--- src/rtl/plf_pkg.sv ---
package plf_pkg;

  typedef enum logic [2:0] {
    ST_IDLE,
    ST_GATHER,
    ST_SUM,
    ST_AWAIT,
    ST_ISSUE,
    ST_READY
  } plf_state_t;

  localparam logic [7:0] READY_CODE = 8'h55;
  localparam logic [7:0] ACK_OK     = 8'h00;
  localparam logic [7:0] EXT_HEADER = 8'h07;
  localparam logic [3:0] EXT_FUNC   = 4'h7;
  localparam logic [4:0] DIM_MAX    = 5'd22;
  localparam int         FRAME_STD  = 2;
  localparam int         FRAME_EXT  = 4;

  typedef struct packed {
    logic [7:0] hdr;
    logic [7:0] code;
    logic [7:0] xdata;
    logic [7:0] xcmd;
  } plf_frame_t;

endpackage

--- src/rtl/plf_rst_sync.sv ---
module plf_rst_sync #(
  parameter int STAGES = 2
) (
  input  logic clk,
  input  logic rst_n,
  output logic rst_sync_n
);
  logic [STAGES-1:0] chain_q;

  always_ff @(posedge clk or negedge rst_n) begin
    if (!rst_n) chain_q <= '0;
    else        chain_q <= {chain_q[STAGES-2:0], 1'b1};
  end

  assign rst_sync_n = chain_q[STAGES-1];
endmodule

--- src/rtl/plf_hdr_check.sv ---
module plf_hdr_check
  import plf_pkg::*;
(
  input  logic [7:0] byte_i,
  output logic       start_ok
);
  logic marker_ok;
  logic dim_ok;
  logic ext_ok;

  always_comb begin
    marker_ok = byte_i[2];
    dim_ok    = (byte_i[7:3] <= DIM_MAX);
    ext_ok    = !byte_i[0] || (byte_i == EXT_HEADER);
    start_ok  = marker_ok && dim_ok && ext_ok;
  end
endmodule

--- src/rtl/plf_assembler.sv ---
module plf_assembler
  import plf_pkg::*;
#(
  parameter int MAX_BYTES = FRAME_EXT,
  localparam int IDX_W = $clog2(MAX_BYTES + 1)
) (
  input  logic             clk,
  input  logic             rst_n,
  input  logic             start,
  input  logic             load,
  input  logic [7:0]       byte_i,
  output plf_frame_t       frame,
  output logic [IDX_W-1:0] count,
  output logic [7:0]       sum
);
  logic [7:0]       slot_q [MAX_BYTES];
  logic [IDX_W-1:0] count_d, count_q;
  logic [7:0]       sum_d, sum_q;
  logic             en;

  assign en = start || load;

  always_comb begin
    count_d = count_q;
    sum_d   = sum_q;
    if (start) begin
      count_d = IDX_W'(1);
      sum_d   = byte_i;
    end else if (load) begin
      count_d = count_q + IDX_W'(1);
      sum_d   = sum_q + byte_i;
    end
  end

  always_ff @(posedge clk or negedge rst_n) begin
    if (!rst_n) begin
      count_q <= '0;
      sum_q   <= '0;
    end else if (en) begin
      count_q <= count_d;
      sum_q   <= sum_d;
    end
  end

  for (genvar i = 0; i < MAX_BYTES; i++) begin : g_slot
    logic       slot_en;
    logic [7:0] slot_d;
    always_comb begin
      slot_en = 1'b0;
      slot_d  = slot_q[i];
      if (start) begin
        slot_en = 1'b1;
        slot_d  = (i == 0) ? byte_i : 8'h00;
      end else if (load && (count_q == IDX_W'(i))) begin
        slot_en = 1'b1;
        slot_d  = byte_i;
      end
    end
    always_ff @(posedge clk or negedge rst_n) begin
      if (!rst_n)       slot_q[i] <= '0;
      else if (slot_en) slot_q[i] <= slot_d;
    end
  end

  assign frame = '{hdr: slot_q[0], code: slot_q[1], xdata: slot_q[2], xcmd: slot_q[3]};
  assign count = count_q;
  assign sum   = sum_q;
endmodule

--- src/rtl/plf_ack_timer.sv ---
module plf_ack_timer #(
  parameter int LIMIT = 50_000_000,
  localparam int CW = (LIMIT > 1) ? $clog2(LIMIT) : 1
) (
  input  logic clk,
  input  logic rst_n,
  input  logic run,
  output logic expired
);
  logic [CW-1:0] cnt_d, cnt_q;

  always_comb begin
    if (!run) cnt_d = '0;
    else      cnt_d = cnt_q + CW'(1);
  end

  always_ff @(posedge clk or negedge rst_n) begin
    if (!rst_n) cnt_q <= '0;
    else        cnt_q <= cnt_d;
  end

  assign expired = run && (cnt_q == CW'(LIMIT - 1));
endmodule

--- src/rtl/pl_frame_ctrl.sv ---
module pl_frame_ctrl
  import plf_pkg::*;
#(
  parameter int ACK_TIMEOUT = 50_000_000
) (
  input  logic       clk,
  input  logic       rst_n,
  input  logic       rx_valid,
  input  logic [7:0] rx_data,
  output logic       tx_valid,
  output logic [7:0] tx_data,
  input  logic       tx_ready,
  output logic       cmd_valid,
  output logic       cmd_ext,
  output logic       cmd_func,
  output logic [4:0] cmd_dim,
  output logic [3:0] cmd_house,
  output logic [3:0] cmd_key,
  output logic [7:0] cmd_xdata,
  output logic [7:0] cmd_xcmd,
  input  logic       cmd_done
);
  localparam int IDX_W = $clog2(FRAME_EXT + 1);
  localparam logic [IDX_W-1:0] LAST_STD = IDX_W'(FRAME_STD - 1);
  localparam logic [IDX_W-1:0] LAST_EXT = IDX_W'(FRAME_EXT - 1);
  localparam logic [IDX_W-1:0] CODE_IDX = IDX_W'(1);

  logic             rst_i_n;
  plf_state_t       state_d, state_q;
  logic             start_ok;
  logic             asm_start, asm_load;
  plf_frame_t       frame;
  logic [IDX_W-1:0] count;
  logic [7:0]       sum;
  logic             timer_run, timer_expired;
  logic             frame_ext;
  logic [IDX_W-1:0] last_idx;

  plf_rst_sync #(.STAGES(2)) u_rst (
    .clk        (clk),
    .rst_n      (rst_n),
    .rst_sync_n (rst_i_n)
  );

  plf_hdr_check u_hdr (
    .byte_i   (rx_data),
    .start_ok (start_ok)
  );

  plf_assembler #(.MAX_BYTES(FRAME_EXT)) u_asm (
    .clk    (clk),
    .rst_n  (rst_i_n),
    .start  (asm_start),
    .load   (asm_load),
    .byte_i (rx_data),
    .frame  (frame),
    .count  (count),
    .sum    (sum)
  );

  plf_ack_timer #(.LIMIT(ACK_TIMEOUT)) u_tmr (
    .clk     (clk),
    .rst_n   (rst_i_n),
    .run     (timer_run),
    .expired (timer_expired)
  );

  assign frame_ext = frame.hdr[0] && frame.hdr[2];
  assign last_idx  = frame_ext ? LAST_EXT : LAST_STD;
  assign timer_run = (state_q == ST_AWAIT);

  always_comb begin
    state_d   = state_q;
    asm_start = 1'b0;
    asm_load  = 1'b0;
    unique case (state_q)
      ST_IDLE: begin
        if (rx_valid && start_ok) begin
          asm_start = 1'b1;
          state_d   = ST_GATHER;
        end
      end
      ST_GATHER: begin
        if (rx_valid) begin
          if (frame_ext && (count == CODE_IDX) && (rx_data[3:0] != EXT_FUNC)) begin
            state_d = ST_IDLE;
          end else begin
            asm_load = 1'b1;
            if (count == last_idx) state_d = ST_SUM;
          end
        end
      end
      ST_SUM: begin
        if (tx_ready) state_d = ST_AWAIT;
      end
      ST_AWAIT: begin
        if (rx_valid) begin
          state_d = (rx_data == ACK_OK) ? ST_ISSUE : ST_IDLE;
        end else if (timer_expired) begin
          state_d = ST_IDLE;
        end
      end
      ST_ISSUE: begin
        if (cmd_done) state_d = ST_READY;
      end
      ST_READY: begin
        if (tx_ready) state_d = ST_IDLE;
      end
      default: state_d = ST_IDLE;
    endcase
  end

  always_ff @(posedge clk or negedge rst_i_n) begin
    if (!rst_i_n) state_q <= ST_IDLE;
    else          state_q <= state_d;
  end

  assign tx_valid  = (state_q == ST_SUM) || (state_q == ST_READY);
  assign tx_data   = (state_q == ST_READY) ? READY_CODE : sum;
  assign cmd_valid = (state_q == ST_ISSUE);
  assign cmd_ext   = frame_ext;
  assign cmd_func  = frame.hdr[1];
  assign cmd_dim   = frame.hdr[7:3];
  assign cmd_house = frame.code[7:4];
  assign cmd_key   = frame.code[3:0];
  assign cmd_xdata = frame.xdata;
  assign cmd_xcmd  = frame.xcmd;
endmodule

--- config.mk ---
export PLATFORM = sky130hd
export DESIGN_NAME = pl_frame_ctrl
export DESIGN_NICKNAME = d
export VERILOG_FILES = /design/src/rtl/plf_pkg.sv /design/src/rtl/plf_rst_sync.sv /design/src/rtl/plf_hdr_check.sv /design/src/rtl/plf_assembler.sv /design/src/rtl/plf_ack_timer.sv /design/src/rtl/pl_frame_ctrl.sv
export SDC_FILE = /design/constraint.sdc
export NUM_CORES = 1
export LEC_CHECK = 0
export ABC_AREA = 1
export CAP_MARGIN = 20
export CORE_ASPECT_RATIO = 1.2
export CORE_MARGIN = 4
export CORE_UTILIZATION = 40
export CTS_BUF_LIST = sky130_fd_sc_hd__clkbuf_8
export CTS_CLUSTER_DIAMETER = 80
export DETAILED_ROUTE_END_ITERATION = 16
export DONT_BUFFER_PORTS = 1
export PLACE_DENSITY_LB_ADDON = 0.12
export SLEW_MARGIN = 20
export SYNTH_ARGS = -nofsm -noshare
export SYNTH_HDL_FRONTEND = slang
export SYNTH_SLANG_ARGS = --single-unit
export TNS_END_PERCENT = 5
--- constraint.sdc ---
create_clock -name clk -period 2.5 [get_ports clk]
set_input_delay 0.5 -clock clk [delete_from_list [all_inputs] [get_ports clk]]
set_output_delay 0.5 -clock clk [all_outputs]
set_load 0.03 [all_outputs]
# Word-level counts from Yosys, hierarchy flattened
# Cells that the tools add are included.
dict set report totals {
  reg_bits 74
  inputBits 13
  output_inout_bits 41
  word_cells 100
}
dict set report op_classes {
  addsub 3
  n_lt_le_gt_ge 1
  eq_ne 19
  muxes 39
  n_reduce_logical 29
}
# cell count
set ops {}
lappend ops {{2-to-1 mux 8 bit} 11}
lappend ops {{2-to-1 mux 3 bit} 12}
lappend ops {{adder 26 x 1 -> 26 bit (second input constant)} 1}
lappend ops {{== test 26 bit (second input constant)} 1}
lappend ops {{2-to-1 mux 26 bit} 1}
lappend ops {{one-hot mux 3 bit (6 select lines)} 1}
lappend ops {{2-to-1 mux 1 bit} 13}
lappend ops {{== test 3 x 2 -> 1 bit (second input constant)} 4}
lappend ops {{logical AND 1 bit} 11}
lappend ops {{AND reduction 2 bit} 5}
lappend ops {{nonzero test 2 bit} 5}
lappend ops {{adder 8 bit} 1}
lappend ops {{== test 8 x 3 -> 1 bit (second input constant)} 1}
lappend ops {{zero test 8 bit} 1}
lappend ops {{!= test 2 bit (second input constant)} 4}
lappend ops {{AND reduction 7 bit} 1}
lappend ops {{== test 3 x 1 -> 1 bit (second input constant)} 2}
lappend ops {{== test 3 bit (second input constant)} 2}
lappend ops {{zero test 3 bit} 2}
lappend ops {{!= test 3 bit (second input constant)} 2}
lappend ops {{<= comparator 5 bit (second input constant)} 1}
lappend ops {{!= test 4 x 3 -> 1 bit (second input constant)} 1}
lappend ops {{adder 3 x 1 -> 3 bit (second input constant)} 1}
lappend ops {{== test 3 x 2 -> 1 bit} 1}
lappend ops {{4 further kinds} 6}

# Logic depth before layout (Yosys ltp)
# Gate-level depths: netlist of run 1.
dict set report depth {
  ltp_word 10
  ltp_mapped 12
  ltp_nobuf 11
}

# Cells and area by module
# Synthesis of run 1 repeated with hierarchy kept, for this count alone.
dict set report hier_totals {
  cells_unflattened 526
  area_unflattened_um2 4384.2
}
# mod n_inst cells_per_inst area_per_inst_um2 seq_area_each_um2
set modules_own_cells {}
lappend modules_own_cells {plf_assembler 1 205 2143.3 1076.0}
lappend modules_own_cells {plf_ack_timer 1 207 1519.0 650.6}
lappend modules_own_cells {pl_frame_ctrl 1 94 600.6 75.1}
lappend modules_own_cells {plf_hdr_check 1 17 67.6 0.0}
lappend modules_own_cells {plf_rst_sync 1 3 53.8 50.0}

# Worst setup path before layout of run 1
# No wires, ideal clock.
dict set report synth_path {
  kind {in2reg}
  start {in rx_data[0]}
  end {reg u_asm.sum_q[6] (netlist: u_asm.sum[6])}
  setup_ps 131
  t_arrival_ps 1680
  required_ps 2369
  setup_slack_ps 689
  stages 9
  n_path_buf 0
  cell_sequence {ha_1 inv_1 fa_1 o21ai_0 nand3_1 nand2_1 nand2_1 nand3_1 o211ai_1}
}
dict set report synth_between {
  elab_chain_len 8
  word_cells_on_any_way 18
  cone_classes {add/sub: 1; eq/ne: 2; mux: 7; reduce/logical: 8}
}
# item line_no
set synth_rtl {}
lappend synth_rtl {{from (decl)} pl_frame_ctrl.sv:9} ;# input logic [7:0] rx_data,
lappend synth_rtl {{== test 8 x 3 -> 1 bit / zero test 1 bit (equally long branches)} plf_hdr_check.sv:14} ;# ext_ok = !byte_i[0] || (byte_i == EXT_HEADER);
lappend synth_rtl {{logical OR 1 bit} plf_hdr_check.sv:14}
lappend synth_rtl {{logical AND 1 bit} plf_hdr_check.sv:15} ;# start_ok = marker_ok && dim_ok && ext_ok;
lappend synth_rtl {{logical AND 1 bit} pl_frame_ctrl.sv:78} ;# if (rx_valid && start_ok) begin
lappend synth_rtl {{2-to-1 mux 1 bit} pl_frame_ctrl.sv:78}
lappend synth_rtl {{2-to-1 mux 1 bit} pl_frame_ctrl.sv:76} ;# unique case (state_q)
lappend synth_rtl {{nonzero test 2 bit (no source line) / logical OR 1 bit (equally long branches)} --}
lappend synth_rtl {{AND reduction 2 bit (no source line)} --}
lappend synth_rtl {{to (signal assigned)} plf_assembler.sv:41} ;# sum_q <= sum_d;
lappend synth_rtl {{to (decl)} plf_assembler.sv:18} ;# logic [7:0] sum_d, sum_q;
# Parallel ways exist; a longest one is shown, timed or not. The select of a mux whose other input is x is not followed.
# A chain may end at the register's enable or synchronous reset.

# Worst setup path in the final report of run 1
dict set report layout_path {
  start {reg state_q[1]}
  end {out tx_valid}
}
dict set report layout_between {
  elab_chain_len 2
  word_cells_on_any_way 3
  cone_classes {eq/ne: 2; reduce/logical: 1}
}
# item line_no
set layout_rtl {}
lappend layout_rtl {{from (decl)} pl_frame_ctrl.sv:29} ;# plf_state_t state_d, state_q;
lappend layout_rtl {{from (signal assigned)} pl_frame_ctrl.sv:115} ;# else state_q <= state_d;
lappend layout_rtl {{== test 3 x 2 -> 1 bit / == test 3 bit (equally long branches)} pl_frame_ctrl.sv:118} ;# assign tx_valid = (state_q == ST_SUM) || (state_q == ST_READY);
lappend layout_rtl {{logical OR 1 bit *} pl_frame_ctrl.sv:118}
lappend layout_rtl {{to (decl)} pl_frame_ctrl.sv:10} ;# output logic tx_valid,
# Mark *: on every way between the ends. The rest lies on a longest branch, timed or not.

==> flow_summary_export.csv, run 1 <==
group,metric,value,unit
clock_tree,cts_tree,"built",
place,dpl.cell_count,623,
layout,final_cell_mix,"nand2_1 (128), dfrtp_1 (73), nor2_1 (69), inv_1 (55), a21oi_1 (28)",
grt,grt_max_degree,73,
clock_tree,cts_max_level,3,
pwr,peakVddDrop,329.2,µV
drt,drt-pass1-iter-count,4,
synth,ys_async_sr_fraction,100.0,%
synth,synth_fp_nets,555,
sta,final_hold_viol_count,0,
drt,ant_nets,0,
place,place_worst_setup_slack,543.9,ps
floorplan,coreArea,0.01052,mm²
floorplan,rows,41,
setup_path,crit_buf_inv,1,
layout,num-fill-cells,1064,
layout,diodes,0,
layout,drive_above_1_share,10.76,%
grt,gr-usage-all-layers,16.82,%
clock_tree,cts_inserted_buffers,9,
clock_tree,cts_root_buf,"clkbuf_8",
layout,final_common_cell,"nand2_1",
clock_tree,ctsLongestPathBuffers,2,
setup_path,cp.arrival,1760,ps
layout,syn2layout_area_growth,2.160,%
grt,grt.overflow.total,0,
synth,yosysSeqAreaShare,43.20,%
synth,avgSynthCellArea,8.119,µm²
drt,wl_per_cell,14.86,µm
drt,drcViolationCount,0,
synth,yosysWarnings,0,
layout,fin_cells,640,
hold_path,hold-path-endpoint,"state_q[2]",
place,port_buffers,0,
setup_path,rr_endpoint,"state_q[0]",
pwr,p_per_area,1094,mW/mm²
grt,antenna_found_initial,0,
place,place_congestion,0.8648,
sta,fin_skew,12.11,ps
setup_path,cp-end-kind,"output port",
synth,synth-edff-count,0,
setup_path,reg2reg_from,"state_q[1]",
drt,routed_wl,9511,µm
sta,rsz0062_at_grt,"no",
synth,postSynthCellCount,528,
sta,maxSlewHeadroom,36.56,%
setup_path,crit_path_start_kind,"flip-flop",
clock_tree,clk_latency,360,ps
floorplan,die_x,102.5,µm
floorplan,initial_core_util,40.76,%
hold_path,min_from,"tx_ready",
grt,grt_pass1_wl,16210,µm
layout,final_core_util,41.64,%
setup_path,path_max_fanout,8,
clock_tree,cts.sinks,74,
hold_path,hold_class,"input pin to flip-flop",
synth,ys_types,38,
setup_path,path_class,"flip-flop to output port",
floorplan,die_h,121.4,µm
place,dp_hpwl,7182,µm
clock_tree,postCtsSetupBuffers,0,
clock_tree,clk_pin_slew,80,ps
setup_path,critical-path-top-delay-family,"simple AND/OR/NAND/NOR gates",
setup_path,r2r_slack,630,ps
drt,drtIter0Drc,130,
synth,netlist_area,0.004287,mm²
drt,via_count,3139,
sta,fin_ws,236.0,ps
sta,period_share,90.56,%
synth,synth_seq_cells,74,
setup_path,reg2reg_depth,7,
sta,report.final.slew_viol_count,0,
synth,ys.flop_type,"dfrtp_1",
setup_path,critical-path-slowest-cell,"nor3_2",
sta,whs,253.3,ps
hold_path,whs_path_depth,1,
setup_path,cp_cell_sequence,"nor3_2 > inv_1 > nand2_1",
setup_path,cp.required,2000,ps
setup_path,cp_slowest_stage_delay,510,ps
sta,max_freq,441.7,MHz
sta,tns,0,ps
run,maxCapViolations,0,
pwr,p_leak,2.022,nW
sta,layout_min_cycle_time,2264,ps
sta,setup_viol,0,
layout,fin_nets,533,
floorplan,num_io_pins,54,
status,status,"finished, final reports clean",
grt,grt_pass1_vias,3285,
sta,worst_slew_pin_slew,951.7,ps
floorplan,dieArea,0.01244,mm²
drt,vias_per_cell,4.905,
==> repair_timing <==
| item | in CTS | in global routing |
|---|---|---|
| gates resized for setup | 0 | 0 |
| hold endpoints to repair | 2 | 0 |
| hold buffers | 1 | 0 |
==> worst register-to-register path, cell delays in order, from the launching register on <==
cell	delay, ps
dfrtp_1	470
nor3_2	510
inv_1	140
nand2_1	280
nand2_1	150
nand4_1	140
nand2_1	60
nand2_1	50
==> area by class of cell <==
| cell class | instances | area (µm²) | share of cell area (%) |
|---|---|---|---|
| Tap cell | 129 | 161.4 | 3.686 |
| Multi-Input combinational cell | 359 | 1911 | 43.63 |
| Inverter | 60 | 230.2 | 5.257 |
| Timing Repair Buffer | 2 | 17.52 | 0.4000 |
| Sequential cell | 74 | 1856 | 42.37 |
| Clock inverter | 6 | 66.31 | 1.514 |
| Clock buffer | 10 | 137.6 | 3.143 |
==> registers in the layout, indices dropped and copies added, names as in the netlist <==
signal and count:
u_asm.count 3, u_tmr.cnt_q 26, u_asm.frame 32, u_asm.sum 8, u_rst.chain_q 2, state_q 3
==> synthesized netlist by cell type (2+ instances only) <==
cell	number	area share, %
a21o_1	2	0.35
a21oi_1	28	3.3
buf_4	29	5.1
buf_6	5	1.3
dfrtp_1	74	43
ha_1	13	3.8
inv_1	54	4.7
inv_2	5	0.44
nand2_1	128	11
nand2_4	2	0.53
nand3_1	21	2.5
nand3_4	2	0.82
nand4_1	7	1.0
nor2_1	69	6.0
nor2_2	3	0.44
nor3_1	11	1.3
nor3b_1	3	0.53
nor4_1	2	0.29
o211ai_1	5	0.88
o21ai_0	13	1.5
o21ai_2	17	3.5
or2_2	3	0.44
xnor2_1	9	1.8
xor2_1	9	1.8
==> power breakdown <==
part           total [W]  switching (W)  internal (W)
Clock           0.000972       0.000482      0.000490
Combinational    0.00151       0.000986      0.000528
Sequential       0.00231       0.000759       0.00155
==> worst max-delay path by stage <==
stage	cells after the start	slack, ps	startpoint	end
finish	3	240	state_q[1]	tx_valid
global route	3	40	state_q[1]	tx_valid
CTS	3	150	state_q[1]	tx_valid
detailed placement	8	540	rx_data[6]	u_asm.sum[0]
global placement	8	560	rx_data[6]	u_asm.sum[0]
floorplan	0	290	u_rst.chain_q[1]	state_q[0]
==> through the flow <==
| step | area, µm² | total power (W) |
|---|---|---|
| finish | 4379 | 0.004793 |
| global route | 4379 | 0.005170 |
| CTS | 4379 | 0.004874 |
| detailed placement | 4165 | 0.003878 |
| global placement | 4165 | 0.003859 |
| floorplan | 4287 | 0.003883 |
==> cells by family after synthesis <==
| family | synth area share [%] |
|---|---|
| and+or+nand+nor | 25.69 |
| other | 0.08748 |
| buffers and inverters | 12.23 |
| xor gates and xnor gates | 3.678 |
| DFF | 43.20 |
| AOI/OAI and AO/OA | 10.86 |
| adders and majority gates | 4.262 |
==> routing by layer <==
layer	global-route usage, %	wire (µm)
met5	0	0
met4	6.563	169
met3	4.370	489
met2	29.52	5021
met1	19.13	3831
No activity file was read; power rests on OpenSTA's default activity.
==> inputs of run 2 (changes only) <==
- CORE_UTILIZATION: 40 -> 50
==> flow_summary_export.csv, run 2 (synthesis results as in run 1) <==
group,metric,value,unit
sta,setup_viol,0,
floorplan,die_x,92.53,µm
setup_path,path_class,"flip-flop to output port",
grt,antenna_found_initial,0,
drt,vias_per_cell,5.126,
clock_tree,clk_pin_slew,80,ps
clock_tree,clk_latency,350,ps
floorplan,initial_core_util,52.00,%
floorplan,rows,36,
sta,fin_skew,6.840,ps
layout,final_area,0.004378,mm²
sta,report.final.slew_viol_count,0,
drt,routed_wl,9438,µm
sta,period_share,91.68,%
setup_path,crit_buf_inv,1,
layout,final_common_cell,"nand2_1",
drt,drtIter0Drc,124,
layout,final_cell_mix,"nand2_1 (128), dfrtp_1 (73), nor2_1 (69), inv_1 (54), a21oi_1 (28)",
clock_tree,cts_resized,0,
grt,grt.overflow.total,0,
clock_tree,cts_hold_buffers,1,
drt,wl_per_cell,15.08,µm
drt,drt-pass1-iter-count,4,
floorplan,dieArea,0.01013,mm²
setup_path,critical-path-top-delay-family,"simple AND/OR/NAND/NOR gates",
layout,fin_nets,534,
grt,grt_pass1_wl,15730,µm
sta,rsz0062_at_grt,"no",
sta,final_hold_viol_count,0,
clock_tree,cts_tree,"built",
grt,grt_max_degree,49,
drt,via_count,3209,
run,maxCapViolations,0,
setup_path,cp.arrival,1790,ps
clock_tree,ctsLongestPathBuffers,2,
floorplan,num_io_pins,54,
clock_tree,postCtsSetupBuffers,0,
pwr,p_leak,2.036,nW
layout,multiInputGateArea,0.001911,mm²
setup_path,path_max_fanout,8,
layout,drive_above_1_share,11.13,%
sta,worst_slew_pin_slew,687.4,ps
clock_tree,cts_max_level,3,
grt,gr-usage-all-layers,20.10,%
floorplan,die_h,109.4,µm
pwr,p_per_area,1094,mW/mm²
clock_tree,cts_root_buf,"clkbuf_8",
layout,syn2layout_area_growth,2.131,%
clock_tree,cts_inserted_buffers,9,
setup_path,cp.required,2000,ps
drt,drcViolationCount,0,
clock_tree,cts.sinks,74,
layout,num-fill-cells,826,
place,dpl_cell_area,0.004164,mm²
sta,tns,0,ps
pwr,peakVddDrop,472.9,µV
layout,regArea,0.001853,mm²
place,port_buffers,0,
layout,diodes,0,
sta,max_freq,436.3,MHz
place,dp_hpwl,7123,µm
sta,layout_min_cycle_time,2292,ps
setup_path,crit_path_start_kind,"flip-flop",
place,place_congestion,0.9000,
setup_path,critical-path-slowest-cell,"nor3_2",
drt,ant_nets,0,
layout,largest_register_ffs,32,
grt,grt_pass1_vias,3192,
setup_path,cp_slowest_stage_delay,530,ps
setup_path,cp-end-kind,"output port",
floorplan,coreArea,0.008243,mm²
sta,maxSlewHeadroom,54.01,%
hold_path,hold_class,"input pin to flip-flop",
status,status,"finished, final reports clean",
setup_path,cp_cell_sequence,"nor3_2 > inv_1 > nand2_1",
-- run 2: cell types whose count changed in the layout (fill, tap and decap cells not counted) --
cell and change:
clkinv_4 -1, inv_6 -1, buf_12 +1, dfrtp_4 -1, clkinv_2 +3, clkinvlp_4 -1
dfrtp_2 +1, inv_1 -1, clkbuf_8 +1
-- run 2: through the flow --
step	setup WS [ps]	util, %	hold slack, ps	total power, W	instances
CTS	153.6	53.11	257.1	0.004847	626
floorplan	286.6	-	204.4	0.003883	528
global route	63.40	53.11	267.1	0.005136	626
global placement	475.4	50.52	204.5	0.003828	609
finish	207.9	53.11	267.0	0.004788	626
detailed placement	465.7	50.52	204.5	0.003873	609
-- run 2: metal layers --
layer | wire length (µm) | global-route usage, % | share of wire, % | vias to the layer above
met3 | 374 | 3.765 | 4.0 | 19
met1 | 3988 | 23.31 | 42 | 1505
li1 | - | - | - | 1610
met2 | 4849 | 35.46 | 51 | 75
met4 | 225 | 10.30 | 2.4 | 0
met5 | 0 | 0 | 0 | -
-- run 2: cell type report --
class	instances	area share [%]
multi-input cells	359	43.64
flip-flops and latches	74	42.33
inverters	60	5.259
clock buffers	11	3.458
well taps	114	3.258
clock inverters	5	1.200
repair buffers	3	0.8574
-- run 2: power breakdown --
group	internal [W]	switching, W
clock network	0.000510	0.000444
registers	0.00155	0.000746
logic	0.000529	0.00101
total	0.00259	0.00220
-- run 2: worst paths after layout --
path,start,end,slack (ps),cells after the start
max in group asynchronous,u_rst.chain_q[1],u_asm.frame[3],1550,1
setup reg to reg,state_q[1],state_q[1],580,7
hold / removal,tx_ready,state_q[2],270,1
min in group asynchronous,u_rst.chain_q[1],state_q[2],280,0
hold reg to reg,u_rst.chain_q[1],state_q[2],280,0
setup / recovery,state_q[1],tx_valid,210,3
==> inputs of run 3 (changes only) <==
- clock period: 2.5 -> 2.9 ns (I/O delays scaled with it)
==> flow_summary_export.csv, run 3 (synthesis results as in run 1) <==
group,metric,value,unit
layout,final_common_cell,"nand2_1",
grt,grt_pass1_vias,3220,
layout,final_cell_mix,"nand2_1 (128), dfrtp_1 (73), nor2_1 (69), inv_1 (55), a21oi_1 (28)",
setup_path,reg2reg_from,"state_q[1]",
setup_path,cp-end-kind,"output port",
drt,vias_per_cell,5.082,
layout,diodes,0,
layout,final_core_util,52.64,%
sta,setup_viol,0,
setup_path,cp_cell_sequence,"nor3_2 > inv_1 > nand2_1",
setup_path,path_max_fanout,8,
place,place_congestion,0.8950,
drt,drtIter0Drc,121,
floorplan,die_h,109.4,µm
floorplan,die_x,92.53,µm
setup_path,cp-endpoint,"tx_valid",
drt,ant_nets,0,
run,maxCapViolations,0,
layout,largest_register_ffs,32,
grt,antenna_found_initial,0,
clock_tree,clk_latency,350,ps
clock_tree,cts.sinks,74,
sta,final_hold_viol_count,0,
setup_path,cp.required,2320,ps
floorplan,num_io_pins,54,
pwr,peakVddDrop,336.1,µV
sta,max_freq,416.8,MHz
sta,maxSlewHeadroom,39.81,%
grt,grt.overflow.total,0,
grt,gr-usage-all-layers,19.81,%
setup_path,path_class,"flip-flop to output port",
setup_path,critical-path-slowest-cell,"nor3_2",
setup_path,crit_path_start_kind,"flip-flop",
clock_tree,ctsLongestPathBuffers,2,
drt,drcViolationCount,0,
drt,routed_wl,9209,µm
layout,fin_nets,533,
pwr,p_total,0.004056,W
drt,via_count,3176,
grt,grt_max_degree,73,
sta,tns,0,ps
clock_tree,cts_max_level,3,
sta,layout_min_cycle_time,2399,ps
drt,wl_per_cell,14.73,µm
drt,drt-pass1-iter-count,4,
floorplan,dieArea,0.01013,mm²
status,status,"finished, final reports clean",
setup_path,crit_start,"state_q[1]",
place,dp_hpwl,6963,µm
clock_tree,cts_inserted_buffers,9,
layout,drive_above_1_share,10.76,%
sta,period_share,82.73,%
clock_tree,cts_tree,"built",
sta,report.final.slew_viol_count,0,
setup_path,cp_slowest_stage_delay,560,ps
clock_tree,cts_resized,0,
setup_path,cp.arrival,1820,ps
sta,worst_slew_pin_slew,902.8,ps
setup_path,reg2reg_depth,7,
floorplan,rows,36,
pwr,p_leak,2.021,nW
layout,syn2layout_area_growth,1.226,%
pwr,p_per_area,934.7,mW/mm²
hold_path,hold_class,"input pin to flip-flop",
sta,fin_skew,7.943,ps
floorplan,initial_core_util,52.00,%
clock_tree,clk_pin_slew,70,ps
floorplan,coreArea,0.008243,mm²
place,port_buffers,0,
sta,rsz0062_at_grt,"no",
setup_path,r2r_slack,950,ps
grt,grt_pass1_wl,15550,µm
setup_path,rr_endpoint,"state_q[1]",
clock_tree,cts_root_buf,"clkbuf_8",
[run 3: cell count changes in the layout (fill, tap and decap cells not counted), sizes merged]
cell / change
buf: -1
clkbuf: -2
clkinv: +1
inv: +1
[run 3: per-layer routing]
layer	GRT usage (%)	share of wire, %	up-vias
met2	34.37	51	69
met3	4.312	3.9	18
met4	9.554	2.5	0
met5	0	0	-
li1	-	-	1609
met1	23.34	42	1480
[run 3: where the power goes]
part | switching [W] | internal, W
Combinational | 0.000874 | 0.000448
Sequential | 0.000632 | 0.00133
Clock | 0.000379 | 0.000388
[run 3: how the worst min path moves through the flow]
stage / start / cells past startpoint / to / slack [ps]
floorplan: rst_n / 0 / u_rst.chain_q[0] / 280
global placement: rst_n / 0 / u_rst.chain_q[0] / 280
detailed placement: rst_n / 0 / u_rst.chain_q[1] / 280
CTS: tx_ready / 1 / state_q[2] / 330
global route: tx_ready / 1 / state_q[2] / 350
finish: tx_ready / 1 / state_q[2] / 340
[run 3: area by class of cell]
type / instances / area (µm²)
clock buffers: 9 / 123.9
clock inverters: 7 / 61.31
fillers: 844 / 3904
inverters: 60 / 230.2
multi-input cells: 359 / 1911
flip-flops and latches: 74 / 1853
well taps: 114 / 142.6
repair buffers: 2 / 17.52
[run 3: what timing repair did]
action	CTS	global route
buffers inserted	0	0
setup endpoints to repair	0	0
hold endpoints to repair	2	0
hold buffers	1	0
[run 3: worst max-delay path, delay by kind of cell, from the launching register on]
family	cells	cell delay, ps
simple gates	2	850
flops	1	470
buf+inv	1	160
[run 3: per-stage QoR]
| stage | std cells | hold WS [ps] | instance area [µm²] | setup slack [ps] |
|---|---|---|---|---|
| after floorplan | 528 | 284.4 | 4287 | 686.6 |
| after global placement | 608 | 284.5 | 4144 | 818.8 |
| after detailed placement | 608 | 284.5 | 4144 | 793.9 |
| after CTS | 625 | 326.5 | 4339 | 437.0 |
| after global routing | 625 | 350.2 | 4339 | 344.2 |
| final | 625 | 341.1 | 4339 | 500.9 |
